### src/rtl/cfg_apb_pkg.sv
package cfg_apb_pkg;
  localparam int APB_W = 32;

  typedef enum logic [2:0] {
    ST_FETCH,
    ST_LOAD,
    ST_SETUP,
    ST_ACCESS,
    ST_DONE
  } seq_state_t;
endpackage

### src/rtl/cfg_table_rom.sv
module cfg_table_rom #(
  parameter int DEPTH = 4,
  parameter int WIDTH = 32,
  parameter logic [DEPTH*WIDTH-1:0] TABLE = '0,
  localparam int IDX_W = (DEPTH > 1) ? $clog2(DEPTH) : 1
) (
  input  logic             clk,
  input  logic [IDX_W-1:0] idx,
  output logic [WIDTH-1:0] q
);
  localparam logic [IDX_W-1:0] LAST = IDX_W'(DEPTH - 1);

  logic [WIDTH-1:0] mem [DEPTH];

  for (genvar i = 0; i < DEPTH; i++) begin : g_word
    assign mem[i] = TABLE[i*WIDTH +: WIDTH];
  end

  // registered read port, block-RAM style
  always_ff @(posedge clk) begin
    if (idx <= LAST) q <= mem[idx];
    else             q <= '0;
  end
endmodule

### src/rtl/cfg_apb_seq.sv
module cfg_apb_seq
  import cfg_apb_pkg::*;
#(
  parameter int N_ENTRY = 4,
  localparam int IDX_W = (N_ENTRY > 1) ? $clog2(N_ENTRY) : 1
) (
  input  logic             clk,
  input  logic             rst,
  input  logic [APB_W-1:0] rom_addr,
  input  logic [APB_W-1:0] rom_data,
  output logic [IDX_W-1:0] idx,
  output logic [APB_W-1:0] paddr,
  output logic [APB_W-1:0] pwdata,
  output logic             psel,
  output logic             penable,
  input  logic             pready,
  input  logic             pslverr,
  output logic             done,
  output logic             err
);
  localparam logic [IDX_W-1:0] LAST = IDX_W'(N_ENTRY - 1);

  seq_state_t st;

  always_ff @(posedge clk) begin
    if (rst) begin
      st      <= ST_FETCH;
      idx     <= '0;
      paddr   <= '0;
      pwdata  <= '0;
      psel    <= 1'b0;
      penable <= 1'b0;
      done    <= 1'b0;
      err     <= 1'b0;
    end else begin
      case (st)
        ST_FETCH: st <= ST_LOAD;          // ROM read of idx in flight
        ST_LOAD: begin
          paddr  <= rom_addr;
          pwdata <= rom_data;
          psel   <= 1'b1;
          st     <= ST_SETUP;
        end
        ST_SETUP: begin
          penable <= 1'b1;
          st      <= ST_ACCESS;
        end
        ST_ACCESS: begin
          if (pready) begin
            psel    <= 1'b0;
            penable <= 1'b0;
            if (pslverr) err <= 1'b1;
            if (idx == LAST) begin
              done <= 1'b1;
              st   <= ST_DONE;
            end else begin
              idx <= idx + 1'b1;
              st  <= ST_FETCH;
            end
          end
        end
        default: st <= ST_DONE;
      endcase
    end
  end

  // setup cycle is always followed by an access cycle
  a_r4_setup_then_access: assert property (@(posedge clk) disable iff (rst)
    (psel && !penable) |=> (psel && penable));
  // no enable without select
  a_r4_enable_needs_sel: assert property (@(posedge clk) disable iff (rst)
    penable |-> psel);
  // wait states hold the transfer
  a_r5_hold_on_wait: assert property (@(posedge clk) disable iff (rst)
    (psel && penable && !pready) |=>
      (psel && penable && $stable(paddr) && $stable(pwdata)));
  // bus released after completion
  a_r5_release: assert property (@(posedge clk) disable iff (rst)
    (psel && penable && pready) |=> (!psel && !penable));
  // error flag is sticky
  a_r7_err_sticky: assert property (@(posedge clk) disable iff (rst)
    err |=> err);
  // done is sticky and the bus stays idle
  a_r8_done_idle: assert property (@(posedge clk) disable iff (rst)
    done |=> (done && !psel));
endmodule

### src/rtl/cfg_apb_loader.sv
module cfg_apb_loader
  import cfg_apb_pkg::*;
#(
  parameter int N_ENTRY = 4,
  parameter logic [N_ENTRY*APB_W-1:0] ADDR_TABLE =
    {32'h0000_200C, 32'h0000_2008, 32'h0000_2004, 32'h0000_2000},
  parameter logic [N_ENTRY*APB_W-1:0] DATA_TABLE =
    {32'hC0DE_0003, 32'hC0DE_0002, 32'hC0DE_0001, 32'hC0DE_0000}
) (
  input  logic             clk,
  input  logic             rst,
  output logic [APB_W-1:0] apb_paddr,
  output logic             apb_psel,
  output logic             apb_penable,
  output logic             apb_pwrite,
  output logic [APB_W-1:0] apb_pwdata,
  output logic [APB_W/8-1:0] apb_pstrb,
  input  logic             apb_pready,
  input  logic             apb_pslverr,
  output logic             done,
  output logic             err
);
  localparam int IDX_W = (N_ENTRY > 1) ? $clog2(N_ENTRY) : 1;

  logic [IDX_W-1:0] idx;
  logic [APB_W-1:0] rom_addr;
  logic [APB_W-1:0] rom_data;

  cfg_table_rom #(.DEPTH(N_ENTRY), .WIDTH(APB_W), .TABLE(ADDR_TABLE)) i_addr_rom (
    .clk(clk), .idx(idx), .q(rom_addr)
  );

  cfg_table_rom #(.DEPTH(N_ENTRY), .WIDTH(APB_W), .TABLE(DATA_TABLE)) i_data_rom (
    .clk(clk), .idx(idx), .q(rom_data)
  );

  cfg_apb_seq #(.N_ENTRY(N_ENTRY)) i_seq (
    .clk     (clk),
    .rst     (rst),
    .rom_addr(rom_addr),
    .rom_data(rom_data),
    .idx     (idx),
    .paddr   (apb_paddr),
    .pwdata  (apb_pwdata),
    .psel    (apb_psel),
    .penable (apb_penable),
    .pready  (apb_pready),
    .pslverr (apb_pslverr),
    .done    (done),
    .err     (err)
  );

  assign apb_pwrite = 1'b1;
  assign apb_pstrb  = '1;
endmodule

### config.mk
export PLATFORM = sky130hd
export DESIGN_NAME = cfg_apb_loader
export DESIGN_NICKNAME = d
export VERILOG_FILES = /design/src/rtl/cfg_apb_pkg.sv /design/src/rtl/cfg_table_rom.sv /design/src/rtl/cfg_apb_seq.sv /design/src/rtl/cfg_apb_loader.sv
export SDC_FILE = /design/constraint.sdc
export NUM_CORES = 1
export LEC_CHECK = 0
export ABC_AREA = 1
export BUFFER_PORTS_ARGS = -buffer_cell sky130_fd_sc_hd__buf_4
export CAP_MARGIN = 30
export CORE_AREA = 4 4 63 65
export CTS_CLUSTER_DIAMETER = 60
export CTS_CLUSTER_SIZE = 40
export DETAILED_ROUTE_END_ITERATION = 12
export DIE_AREA = 0 0 67 69
export GPL_TIMING_DRIVEN = 0
export PLACE_DENSITY = 0.74
export SLEW_MARGIN = 10
export SYNTH_ARGS = -nofsm -noshare
export SYNTH_HDL_FRONTEND = slang
export SYNTH_SLANG_ARGS = --single-unit
export TNS_END_PERCENT = 1
### constraint.sdc
create_clock -name clk -period 1.5 [get_ports clk]
set_input_delay 0.3 -clock clk [delete_from_list [all_inputs] [get_ports clk]]
set_output_delay 0.3 -clock clk [all_outputs]
set_load 0.01 [all_outputs]
==> summary.md <==
| Metric | Value |
|---|---|
| Outcome | `finished clean` |
| Synthesized area | `1010 sq um` |
| Number of instances resized during post-cts repair | `0` |
| Worst skew pair latency | `280 ps` |
| Layout Skew | `2.00 ps` |
| Area of placed instances | `1420 sq um` |
| Hold Slack | `300 ps` |
| Worst slack after detailed placement | `392 ps` |
| Register clock-pin slew on the reported worst setup and hold paths | `90 ps` |
| Worst path top cell family by delay | `flip-flops` |
| Placeable core region | `3340 sq um` |
| Per-cell routed wire length | `6.87 um` |
| Residual DRC | `0` |
| Slack of the critical path | `162 ps` |
| Area growth from synthesis to final layout | `43.3%` |
| Number of global-route vias before repair | `601` |
| DRT antenna net count | `0` |
| Placer Congestion | `0.780` |
| Final period util | `0.892` |
| Worst Setup Start Kind | `register` |
| Finish-stage setup viols | `0` |
| First-iteration detailed-routing DRC count | `7` |
| Num Clock Sinks | `14` |
| Data required, critical path | `1200 ps` |
| Worst endpoint data arrival time | `1040 ps` |
| Overall die height | `69 um` |
| Combinational family with the most area after synthesis | `buffers and inverters` |
| Xor and xnor fraction of the mapped netlist area | `0` |
| Total non-filler cell area in the finished layout | `1450 sq um` |
| Aggregate routed wire length | `1.76 mm` |
| Sequential area share after synthesis | `0.276` |
| Overall die area | `4620 sq um` |
| Maximum operating frequency | `748 MHz` |
| Share of layout cells above drive strength 1 | `0.448` |
| Total half-perimeter wirelength after legalization and detailed placement | `1.56 mm` |
| Top-Level Pins | `77` |
| Number of H-tree levels | `1` |
| First-pass iteration count of the detailed router | `3` |
| Clock tree from TritonCTS | `done` |
| IO Port Bufs | `19` |
| VDD IR max | `0.264 mV` |
| Clock buffers created by TritonCTS | `3` |
| Yosys warns | `0` |
| Number of max-cap violations | `0` |
| Number of distinct library cells after synthesis | `14` |
| Number of diodes | `0` |
| Type of the setup path with the least slack | `register to output port` |
| Hold violation total from the final report | `0` |
| Post-CTS setup buffers | `0` |
| Combined global-route utilization of all metal layers | `0.0700` |
| Starting density of the core | `0.304` |
| Leakage dissipation | `0.000881 uW` |
| Mean instance size in the synthesized netlist | `7.63 sq um` |
| Cell breakdown of the critical path | `buf_4 > buf_4` |
| Max-slew violation count | `0` |
| Num rows | `21` |
| Flops & latches, synth | `14` |
| Horizontal die dimension | `67 um` |
| Classification of the worst-slack hold path | `input port to register` |
| Total congestion overflow after global routing | `0` |
| Maximum buffer depth of the clock tree | `2` |
| RSZ-0062 raised after global routing | `false` |
| Final critical-path required period | `1340 ps` |
| Fraction of the mapped netlist area in simple logic gates | `0.129` |
| Power density over cell area | `674 nW/um^2` |
| Multiplexer share of the synthesized area | `0` |
| Adder and majority cell fraction of the synthesized area | `0.0123` |
| Setup tns final | `0 ps` |
| Worst path buffer plus inverter count | `2` |
| Critical Path Most Common Cell | `buf_4` |
| Cell at the root of the clock tree | `clkbuf_4` |
| R2R setup slack | `380 ps` |
| Compound-Gate Fraction of Synth Area | `0.0444` |
| Global-route wire length before repair | `2.58 mm` |
| # hold bufs at CTS | `0` |
| Mapped Cells | `133` |
| Critical-path maximum fanout | `10` |
| Final-stage net count | `216` |
| Cell with the largest stage delay on the worst path | `dfxtp_1` |
| Total vias in the final route | `792` |
| Initial antenna violation count | `0` |
| Detailed-route vias per instance | `3.09` |
| Critical path capture point type | `output port` |
| Crit path largest cell delay | `490 ps` |
| Pin count of the biggest net entering global routing | `11` |
| Post-Route Utilization | `0.436` |
==> final timing paths <==
check,from,to,cells past startpoint
max,i_seq.pwdata[30],apb_pwdata[20],2
min,apb_pslverr,i_seq.err,3
max reg2reg,i_seq.idx[0],i_seq.idx[0],7
min reg2reg,i_seq.idx[1],i_addr_rom.q[3],0
==> cells in the final DEF, fill, tap and decap left out, types with 3 or more instances in the layout <==
master and count:
buf_4 85, clkbuf_4 3, dfxtp_1 14, nand2_1 14, nor2_2 3, a21oi_1 8
inv_1 9, nand3_1 7, conb_1 56, nor2_1 5
==> Yosys cell counts, drive strengths merged <==
master,n,share of area
buf,67,0.49
dfxtp,14,0.28
nand2,14,0.052
inv,10,0.037
a21oi,8,0.039
nor2,8,0.037
nand3,7,0.035
conb,2,0.0074
ha,1,0.012
nand4,1,0.0062
o21ai,1,0.0049
==> power by group <==
| part | total, uW | internal [uW] | switching (uW) | leakage [uW] |
|---|---|---|---|---|
| sequential | 404 | 388 | 16.5 | 0.000114 |
| clock | 272 | 148 | 124 | 0.0000210 |
| combinational | 303 | 166 | 138 | 0.000746 |
| total | 979 | 701 | 278 | 0.000881 |
==> metrics by stage <==
stage          total power, uW  cells
6_report                   979    256
5_1_grt                   1040    256
4_1_cts                    979    256
3_5_place_dp               710    252
3_3_place_gp               707    252
2_1_floorplan              653    187
==> worst reg2reg max path, delay by kind of cell (launching register included) <==
family	cells	cell delay (ps)
AND/OR/NAND/NOR	5	410
adder cells (fa/ha/maj)	1	220
flip-flops	1	340
buffers and inverters	1	50
==> flip-flops by register name, summed over array words and instances (netlist names) <==
signal	cells
i_seq.st	3
i_addr_rom.q	2
i_seq.idx	2
i_seq.paddr	2
i_seq.done	1
i_seq.err	1
i_seq.penable	1
i_seq.psel	1
i_seq.pwdata	1
==> kinds of logic (layout without fill, tap and decap cells) <==
| logic type | after synthesis | after routing |
|---|---|---|
| fa+ha+maj | 1 | 1 |
| flops | 14 | 14 |
| buf+inv | 77 | 100 |
| other cells | 2 | 56 |
| simple gates | 30 | 30 |
| compound gates | 9 | 9 |
==> per-layer routing <==
layer | up-vias | share of wire | global-route usage
met5 | - | 0 | 0
met2 | 47 | 0.46 | 0.120
met3 | 4 | 0.17 | 0.0341
met1 | 303 | 0.35 | 0.0710
li1 | 438 | - | -
met4 | 0 | 0.013 | 0.0270
==> cell type report <==
class | instances | area, sq um
Multi-Input combinational cell | 96 | 399
Buffer | 67 | 500
Sequential cell | 14 | 280
Timing Repair Buffer | 19 | 143
Inverter | 10 | 37.5
Fill cell | 336 | 1880
Clock buffer | 4 | 36.3
Tap cell | 46 | 57.6
(Power assumes the default switching activity.)
